<file path="config.mk">
export PLATFORM = sky130hd
export DESIGN_NAME = irq_level_bank
export DESIGN_NICKNAME = d
export VERILOG_FILES = /design/src/rtl/irq_bank_pkg.sv /design/src/rtl/irq_level_slice.sv /design/src/rtl/irq_read_mux.sv /design/src/rtl/irq_level_bank.sv
export SDC_FILE = /design/constraint.sdc
export NUM_CORES = 1
export LEC_CHECK = 0
export BUFFER_PORTS_ARGS = -buffer_cell sky130_fd_sc_hd__buf_2
export CAP_MARGIN = 20
export CELL_PAD_IN_SITES_DETAIL_PLACEMENT = 1
export CELL_PAD_IN_SITES_GLOBAL_PLACEMENT = 1
export CORE_UTILIZATION = 50
export CTS_CLUSTER_SIZE = 8
export DETAILED_ROUTE_END_ITERATION = 8
export GPL_TIMING_DRIVEN = 0
export PLACE_DENSITY = 0.86
export SETUP_SLACK_MARGIN = 0.2
export SYNTH_ARGS = -nofsm -noshare
export SYNTH_HDL_FRONTEND = slang
export SYNTH_HIERARCHICAL = 1
export SYNTH_SLANG_ARGS = --single-unit
</file>
<file path="constraint.sdc">
create_clock -name clk -period 5.1 [get_ports clk]
set_input_delay 1.275 -clock clk [delete_from_list [all_inputs] [get_ports clk]]
set_output_delay 1.275 -clock clk [all_outputs]
set_load 0.02 [all_outputs]
</file>
<file path="src/rtl/irq_bank_pkg.sv">
package irq_bank_pkg;

   localparam int unsigned SLOT_IDX_W = 8;

   typedef enum logic [1:0] {
      SLOT_NONE = 2'd0,
      SLOT_REQ  = 2'd1,
      SLOT_MASK = 2'd2
   } slot_kind_e;

   typedef struct packed {
      slot_kind_e            kind;
      logic [SLOT_IDX_W-1:0] idx;
   } slot_t;

   // Map a word offset onto a pending slot, a blocking slot or nothing.
   function automatic slot_t decode_slot(input int unsigned addr,
                                         input int unsigned levels,
                                         input int unsigned mask_base);
      slot_t s;
      s.kind = SLOT_NONE;
      s.idx  = '0;
      if (addr < levels) begin
         s.kind = SLOT_REQ;
         s.idx  = SLOT_IDX_W'(addr);
      end else if (addr >= mask_base && addr < mask_base + levels) begin
         s.kind = SLOT_MASK;
         s.idx  = SLOT_IDX_W'(addr - mask_base);
      end
      return s;
   endfunction

endpackage

</file>
<file path="src/rtl/irq_level_slice.sv">
// One priority level: pending register, blocking register and the
// unblocked-reduction flag (combinational; registered by the top).
module irq_level_slice #(
   parameter int REG_W = 32
) (
   input  logic             clk,
   input  logic             rst_n,
   input  logic [REG_W-1:0] set_pulse,
   input  logic             req_wr,
   input  logic             mask_wr,
   input  logic [REG_W-1:0] wdata,
   output logic [REG_W-1:0] req_q,
   output logic [REG_W-1:0] mask_q,
   output logic             active
);

   logic [REG_W-1:0] clr_bits;
   logic [REG_W-1:0] req_d;

   assign clr_bits = req_wr ? wdata : '0;
   // Source pulses are OR-ed after the clear so they win a collision.
   assign req_d    = (req_q & ~clr_bits) | set_pulse;

   always_ff @(posedge clk or negedge rst_n) begin
      if (!rst_n) begin
         req_q  <= '0;
         mask_q <= '1;
      end else begin
         req_q <= req_d;
         if (mask_wr) begin
            mask_q <= wdata;
         end
      end
   end

   assign active = |(req_q & ~mask_q);

endmodule

</file>
<file path="src/rtl/irq_read_mux.sv">
module irq_read_mux
   import irq_bank_pkg::*;
#(
   parameter int NUM_LEVELS = 5,
   parameter int REG_W      = 32,
   parameter int ADDR_W     = 4,
   parameter int MASK_BASE  = 8,
   localparam int FLAT_W    = NUM_LEVELS * REG_W
) (
   input  logic [ADDR_W-1:0] addr,
   input  logic [FLAT_W-1:0] req_flat,
   input  logic [FLAT_W-1:0] mask_flat,
   output logic [REG_W-1:0]  rdata
);

   slot_t slot;

   always_comb begin
      slot  = decode_slot(32'(addr), NUM_LEVELS, MASK_BASE);
      rdata = '0;
      for (int i = 0; i < NUM_LEVELS; i++) begin
         if (slot.idx == SLOT_IDX_W'(i)) begin
            if (slot.kind == SLOT_REQ) begin
               rdata = req_flat[i*REG_W +: REG_W];
            end else if (slot.kind == SLOT_MASK) begin
               rdata = mask_flat[i*REG_W +: REG_W];
            end
         end
      end
   end

endmodule

</file>
<file path="src/rtl/irq_level_bank.sv">
module irq_level_bank
   import irq_bank_pkg::*;
#(
   parameter int NUM_LEVELS = 5,
   parameter int REG_W      = 32,
   parameter int ADDR_W     = 4,
   parameter int MASK_BASE  = 8,
   localparam int FLAT_W    = NUM_LEVELS * REG_W
) (
   input  logic              clk,
   input  logic              rst_n,
   input  logic [FLAT_W-1:0] src_set,
   input  logic              bus_we,
   input  logic [ADDR_W-1:0] bus_addr,
   input  logic [REG_W-1:0]  bus_wdata,
   output logic [REG_W-1:0]  bus_rdata,
   output logic [NUM_LEVELS-1:0] level_out
);

   // Elaboration-time parameter checks.
   if (NUM_LEVELS < 1 || NUM_LEVELS > (1 << SLOT_IDX_W)) begin : g_bad_levels
      $error("irq_level_bank: NUM_LEVELS out of range");
   end
   if (MASK_BASE < NUM_LEVELS) begin : g_bad_base
      $error("irq_level_bank: blocking block overlaps pending block");
   end
   if (MASK_BASE + NUM_LEVELS > (1 << ADDR_W)) begin : g_bad_addr
      $error("irq_level_bank: ADDR_W too narrow for the map");
   end
   if (REG_W < 1) begin : g_bad_width
      $error("irq_level_bank: REG_W must be positive");
   end

   slot_t                 wslot;
   logic [NUM_LEVELS-1:0] req_wr;
   logic [NUM_LEVELS-1:0] mask_wr;
   logic [NUM_LEVELS-1:0] active;
   logic [NUM_LEVELS-1:0] level_q;
   logic [FLAT_W-1:0]     req_flat;
   logic [FLAT_W-1:0]     mask_flat;

   always_comb begin
      wslot = decode_slot(32'(bus_addr), NUM_LEVELS, MASK_BASE);
   end

   for (genvar n = 0; n < NUM_LEVELS; n++) begin : g_level
      assign req_wr[n]  = bus_we && wslot.kind == SLOT_REQ  && wslot.idx == SLOT_IDX_W'(n);
      assign mask_wr[n] = bus_we && wslot.kind == SLOT_MASK && wslot.idx == SLOT_IDX_W'(n);

      irq_level_slice #(
         .REG_W (REG_W)
      ) u_slice (
         .clk       (clk),
         .rst_n     (rst_n),
         .set_pulse (src_set[n*REG_W +: REG_W]),
         .req_wr    (req_wr[n]),
         .mask_wr   (mask_wr[n]),
         .wdata     (bus_wdata),
         .req_q     (req_flat[n*REG_W +: REG_W]),
         .mask_q    (mask_flat[n*REG_W +: REG_W]),
         .active    (active[n])
      );
   end

   always_ff @(posedge clk or negedge rst_n) begin
      if (!rst_n) begin
         level_q <= '0;
      end else begin
         level_q <= active;
      end
   end

   assign level_out = level_q;

   irq_read_mux #(
      .NUM_LEVELS (NUM_LEVELS),
      .REG_W      (REG_W),
      .ADDR_W     (ADDR_W),
      .MASK_BASE  (MASK_BASE)
   ) u_rd (
      .addr      (bus_addr),
      .req_flat  (req_flat),
      .mask_flat (mask_flat),
      .rdata     (bus_rdata)
   );

endmodule

</file>
==> impl_metrics.yaml, run 1 <==
sta:
  clock.fmax_mhz: 203
  grt_setup_unrepaired: "false"
  fin_setup_tns_ns: 0
  setup_violations: 0
  hold-worst-slack_ns: 0.505
  fin_skew_ns: 0.0251
  finalMaxSlewViolations: 0
  tightest_slew_ns: 1.10
  period_needed_ns: 4.92
  finalHoldViolCount: 0
  min_period_over_period: 0.965
  slew_headroom: 0.261
worst_hold_path:
  hp-class: "reg -> reg"
job:
  cap_violations: 0
synth:
  syn_inst: 1477
  synth_edf_count: 0
  syn-num-nets: 1676
  ys_seq_area_frac: 0.485
  syn_area_sq_um: 17200
  syn_avg_cell_area_sq_um: 11.6
  ys.flop_type: "dfrtp_1"
  ys_warn_count: 6
  ys_async_sr_fraction: 1.00
  synth-seq-cells: 325
  synthDistinctLibCells: 55
power:
  peakVddDrop_v: 0.000224
  powerDensity_nw_per_um2: 379
  p_leak_nw: 9.47
critical_path:
  cp-startpoint: "bus_addr[1]"
  start_kind: "primary input"
  reg2reg_to: "level_out[3]"
  worst-setup-path-type: "in -> out"
  arrival_ns: 3.65
  critPathMaxFanout: 12
  required_ns: 3.83
  r2r_slack_ns: 2.86
  crit_path_end: "bus_rdata[14]"
  end_kind: "output pin"
  reg2reg_depth: 3
  worst_r2r_startpoint: "g_level[3].u_slice/mask_q[7]"
drt:
  wl_mm: 70.4
  dr.first_iter.drc_count: 1555
  via_per_inst: 6.40
  wl_per_cell_um: 31.3
  ant_nets: 0
  dr.pass1.iters: 5
  vias: 14389
  remaining_drc_errors: 0
clock_tree:
  clkTransAtPathRegs_ns: 0.05
  cts_buffers: 46
  cts_tree: "built"
  htreeDepth: 2
  clk_latency_ns: 0.57
  cts_sinks: 325
  clk_path_buf_depth: 3
  root_buffer: "clkbuf_16"
finish:
  register_area_sq_um: 8330
  fin_nets: 1962
  finish.utilization: 0.603
  n_fill_cell: 3609
  multi_input_area_sq_um: 7550
  final_cell_count_no_fill: 2248
  area_growth_syn_to_layout_pct: 18.4
  drive_above_1_share: 0.399
grt:
  grt_pass1_vias: 15555
  grt_pass1_wl_mm: 103
  globalRoute.totalOverflow: 0
  grt-busiest-layer: "met2"
  grt_use_met1: 0.513
  grtUsageMet2: 0.632
  grt_antenna_before_repair: 3
  grt_max_degree: 102
  track_usage: 0.406
  globalRouteMet3Util: 0.0906
floorplan:
  die_w_um: 187
  design.die.area_sq_um: 35100
  rows: 67
  ioPinCount: 236
  die_y_um: 187
  start_util: 0.510
  core_area_sq_um: 33700
placed_design:
  dpl.hpwl_mm: 46.8
  portBuffers: 235
  gp_congestion: 0.967
  placed_cells: 2163
outcome:
  status: "complete, no violations"
## worst min path at each step
| stage | start | endpoint | slack (ns) | depth (start not counted) |
|---|---|---|---|---|
| after floorplan | g_level[1].u_slice/req_q[21] | g_level[1].u_slice/req_q[21] | 0.46 | 1 |
| final | g_level[3].u_slice/req_q[25] | g_level[3].u_slice/req_q[25] | 0.50 | 1 |
| after detailed placement | g_level[3].u_slice/req_q[25] | g_level[3].u_slice/req_q[25] | 0.49 | 1 |
| after global routing | g_level[2].u_slice/req_q[12] | g_level[2].u_slice/req_q[12] | 0.52 | 1 |
| after CTS | g_level[3].u_slice/req_q[25] | g_level[3].u_slice/req_q[25] | 0.50 | 1 |
| after global placement | g_level[2].u_slice/req_q[25] | g_level[2].u_slice/req_q[25] | 0.48 | 1 |
## per-layer routing
metal	part of all wire	wire length (um)
met5	0.00016	11
met4	0.070	4920
met3	0.10	7040
met2	0.45	31800
met1	0.38	26600
## layout by cell type (no fill, tap or decap), types with 3 or more instances in the layout
master / count
dfrtp_1: 165
o32ai_1: 3
nand2_1: 165
o21a_1: 3
dfstp_2: 160
and2_1: 3
buf_2: 266
nand3_1: 3
a31o_2: 9
o22ai_1: 120
mux4_2: 6
o221ai_1: 13
buf_12: 15
nor4_1: 21
nor2_1: 14
a21o_1: 161
clkbuf_16: 47
buf_6: 9
mux2i_1: 122
clkbuf_1: 41
mux2_4: 150
buf_16: 3
a21oi_1: 13
nand2b_1: 6
inv_1: 162
nand4_1: 5
nor3_1: 10
mux2_2: 29
o21ai_0: 24
buf_4: 11
a211oi_1: 5
## repair_timing
action | in CTS | in global routing
hold buffers | 0 | 0
gates resized for setup | 1 | 0
endpoints found under the setup margin | 1 | 0
setup buffers | 0 | 0
## critical path, cell delays in order
cell and delay, ns:
buf_2 0.24, buf_2 0.27, buf_4 0.27, clkbuf_1 0.79, o21ai_0 0.30, a31o_2 0.32
buf_2 0.16
## report_power, final
part,internal (mW),switching [mW]
registers,3.12,0.308
logic,0.706,0.682
clock network,1.71,1.18
## metrics by stage
stage	cell area (sq um)	total power [mW]	setup slack, ns
after global placement	18900	4.67	-3.43
after global routing	20300	7.92	0.273
final	20300	7.71	0.179
after CTS	20300	7.68	0.369
after floorplan	17200	4.20	1.23
after detailed placement	19000	4.78	0.191
## layout make-up
type                    instances  area share
plain buffers                  76      0.0335
multi-input cells             912       0.371
clock buffers                  81      0.0641
clock inverters                 2    0.000677
well taps                     448      0.0276
repair buffers                238      0.0624
diodes                          2    0.000246
inverters                     164      0.0303
flip-flops and latches        325       0.410
## logic make-up (layout without fill, tap and decap cells)
family	after synthesis	in the layout	synth area share
muxes	307	307	0.229
and+or+nand+nor	240	240	0.0618
xor gates and xnor gates	1	1	0.000947
buffers and inverters	240	561	0.0755
other	0	2	0
DFF	325	325	0.485
AOI/OAI and AO/OA	364	364	0.148
## synth_stat cells (all sizes together), types with 11 or more instances
master / n / share of area
mux2: 179 / 0.15
nor2: 15 / 0.0034
dfrtp: 165 / 0.24
mux2i: 122 / 0.071
a21o: 161 / 0.070
nor3: 11 / 0.0035
dfstp: 160 / 0.24
o22ai: 120 / 0.044
nor4: 21 / 0.0076
nand2: 165 / 0.036
inv: 163 / 0.036
a21oi: 14 / 0.0043
o221ai: 13 / 0.0066
o21ai: 24 / 0.0070
buf: 67 / 0.038
## registers in the layout (all words and copies together), names as in the netlist
name	cells
g_level.u_slice/req_q	160
g_level.u_slice/mask_q	160
level_out	5
(Power assumes the default switching activity.)
==> run 2: changes to the inputs <==
--- a/config.mk
+++ b/config.mk
@@ -9,6 +9,7 @@
 export CAP_MARGIN = 20
 export CELL_PAD_IN_SITES_DETAIL_PLACEMENT = 1
 export CELL_PAD_IN_SITES_GLOBAL_PLACEMENT = 1
+export CORE_MARGIN = 5
 export CORE_UTILIZATION = 50
 export CTS_CLUSTER_SIZE = 8
 export DETAILED_ROUTE_END_ITERATION = 8
==> run 2 against run 1 <==
Hold slack hardly changed. Register-to-register slack better by 0.12 ns. Sequential share of layout area decreased by 0.10 points. Fmax is 1.1% higher. Critical path type unchanged.
==> impl_metrics.yaml, run 2 (synthesis gave the netlist of run 1 again) <==
outcome:
  status: "complete, no violations"
floorplan:
  core_area_sq_um: 33700
  rows: 67
  design.die.area_sq_um: 38200
  die_y_um: 195
  ioPinCount: 236
  start_util: 0.510
  die_w_um: 195
critical_path:
  crit_family: "buffers and inverters"
  end_kind: "output pin"
  critPathBufInv: 5
  crit_path_top_delay_cell: "clkdlybuf4s15_1"
  required_ns: 3.83
  crit_chain: "buf_2, buf_2, buf_4, clkdlybuf4s15_1, o21ai_0, a31o_2, buf_2"
  cp_common_cell: "buf_2"
  critPathMaxFanout: 12
  reg2reg_depth: 3
  worst_r2r_startpoint: "g_level[3].u_slice/mask_q[30]"
  arrival_ns: 3.59
  reg2reg_to: "level_out[3]"
  critPathMaxStageDelay_ns: 0.77
  r2r_slack_ns: 2.98
  start_kind: "primary input"
  worst-setup-path-type: "in -> out"
power:
  peakVddDrop_v: 0.000238
  powerDensity_nw_per_um2: 381
  p_leak_nw: 9.49
  total_power_mw: 7.77
clock_tree:
  clk_path_buf_depth: 3
  cts_tree: "built"
  cts_sinks: 325
  clkTransAtPathRegs_ns: 0.06
  htreeDepth: 2
  root_buffer: "clkbuf_16"
  cts_buffers: 46
  clk_latency_ns: 0.56
  holdBufCountCts: 0
drt:
  remaining_drc_errors: 0
  via_per_inst: 6.53
  dr.pass1.iters: 6
  dr.first_iter.drc_count: 1707
  vias: 14692
  wl_mm: 73.3
  wl_per_cell_um: 32.6
  ant_nets: 0
grt:
  track_usage: 0.372
  grt_pass1_wl_mm: 106
  grt_pass1_vias: 16045
  globalRoute.totalOverflow: 0
  grt_antenna_before_repair: 2
  grt_max_degree: 101
finish:
  layout_common_cells: "buf_2 (266), nand2_1 (165), dfrtp_1 (165), inv_1 (162), a21o_1 (161)"
  area_growth_syn_to_layout_pct: 18.7
  drive_above_1_share: 0.399
  final_cell_count_no_fill: 2250
  final_common_cell: "buf_2"
  finish.utilization: 0.605
  fin_nets: 1962
placed_design:
  gp_congestion: 0.952
  dpl.hpwl_mm: 48.2
  portBuffers: 235
  placed_cells: 2163
  dpl_worst_slack_ns: 0.284
worst_hold_path:
  hold_path.startpoint: "g_level[4].u_slice/req_q[11]"
  holdPathEnd: "g_level[4].u_slice/req_q[11]"
  hold_depth: 1
  hp-class: "reg -> reg"
sta:
  finalMaxSlewViolations: 0
  fin_setup_tns_ns: 0
  grt_setup_unrepaired: "false"
  setup_violations: 0
  slew_headroom: 0.268
  tightest_slew_ns: 1.10
  clock.fmax_mhz: 205
  min_period_over_period: 0.955
  finalHoldViolCount: 0
  fin_skew_ns: 0.0185
  period_needed_ns: 4.87
  setup_ws_ns: 0.231
job:
  cap_violations: 0
## run 2: cell types whose count changed in the layout (fill, tap and decap cells not counted)
cell,before,now
clkbuf_16,47,49
clkbuf_1,41,40
clkdlybuf4s15_1,0,1
diode_2,2,3
inv_6,1,0
## run 2: final cells by class
cell class / count / area, sq um
fill: 3576 / 13300
antenna: 3 / 7.51
sequential: 325 / 8330
clock inverter: 1 / 5.00
buffer: 76 / 687
multi-input combinational: 912 / 7550
timing repair buffer: 238 / 1270
tap: 448 / 561
clock buffer: 83 / 1350
inverter: 164 / 616
## run 2: worst max path at each step
stage          slack (ns)                            to   startpoint  cells past startpoint
6_report             0.23                 bus_rdata[20]  bus_addr[1]                      7
5_1_grt              0.21                 bus_rdata[19]  bus_addr[1]                      7
4_1_cts              0.28                 bus_rdata[30]  bus_addr[2]                      8
3_5_place_dp         0.28                 bus_rdata[30]  bus_addr[2]                      8
3_3_place_gp        -3.43  g_level[4].u_slice/req_q[27]        rst_n                      1
2_1_floorplan        1.23                 bus_rdata[24]  bus_addr[0]                      6
## run 2: what timing repair did
| action | 4_1_cts | 5_1_grt |
|---|---|---|
| gates resized for setup | 0 | 3 |
| buffers inserted | 0 | 0 |
| endpoints found under the setup margin | 0 | 2 |
## run 2: report_power, final
part	leakage (nW)	internal, mW	total (mW)	switching (mW)
clock	0.648	1.77	2.93	1.16
combinational	5.71	0.706	1.40	0.693
sequential	3.14	3.12	3.44	0.314
## run 2: layer usage
layer,global-route usage,vias up,share of wire,wire (um)
met3,0.107,346,0.11,8220
li1,-,5794,-,-
met5,0,-,0,0
met4,0.227,0,0.073,5310
met1,0.461,7483,0.37,27000
met2,0.578,1069,0.45,32700
## run 2: metrics by stage
step	hold WS, ns	instance area (sq um)
after floorplan	0.463	17200
after global placement	0.480	18900
after detailed placement	0.491	19000
after CTS	0.505	20400
after global routing	0.531	20400
final	0.504	20400
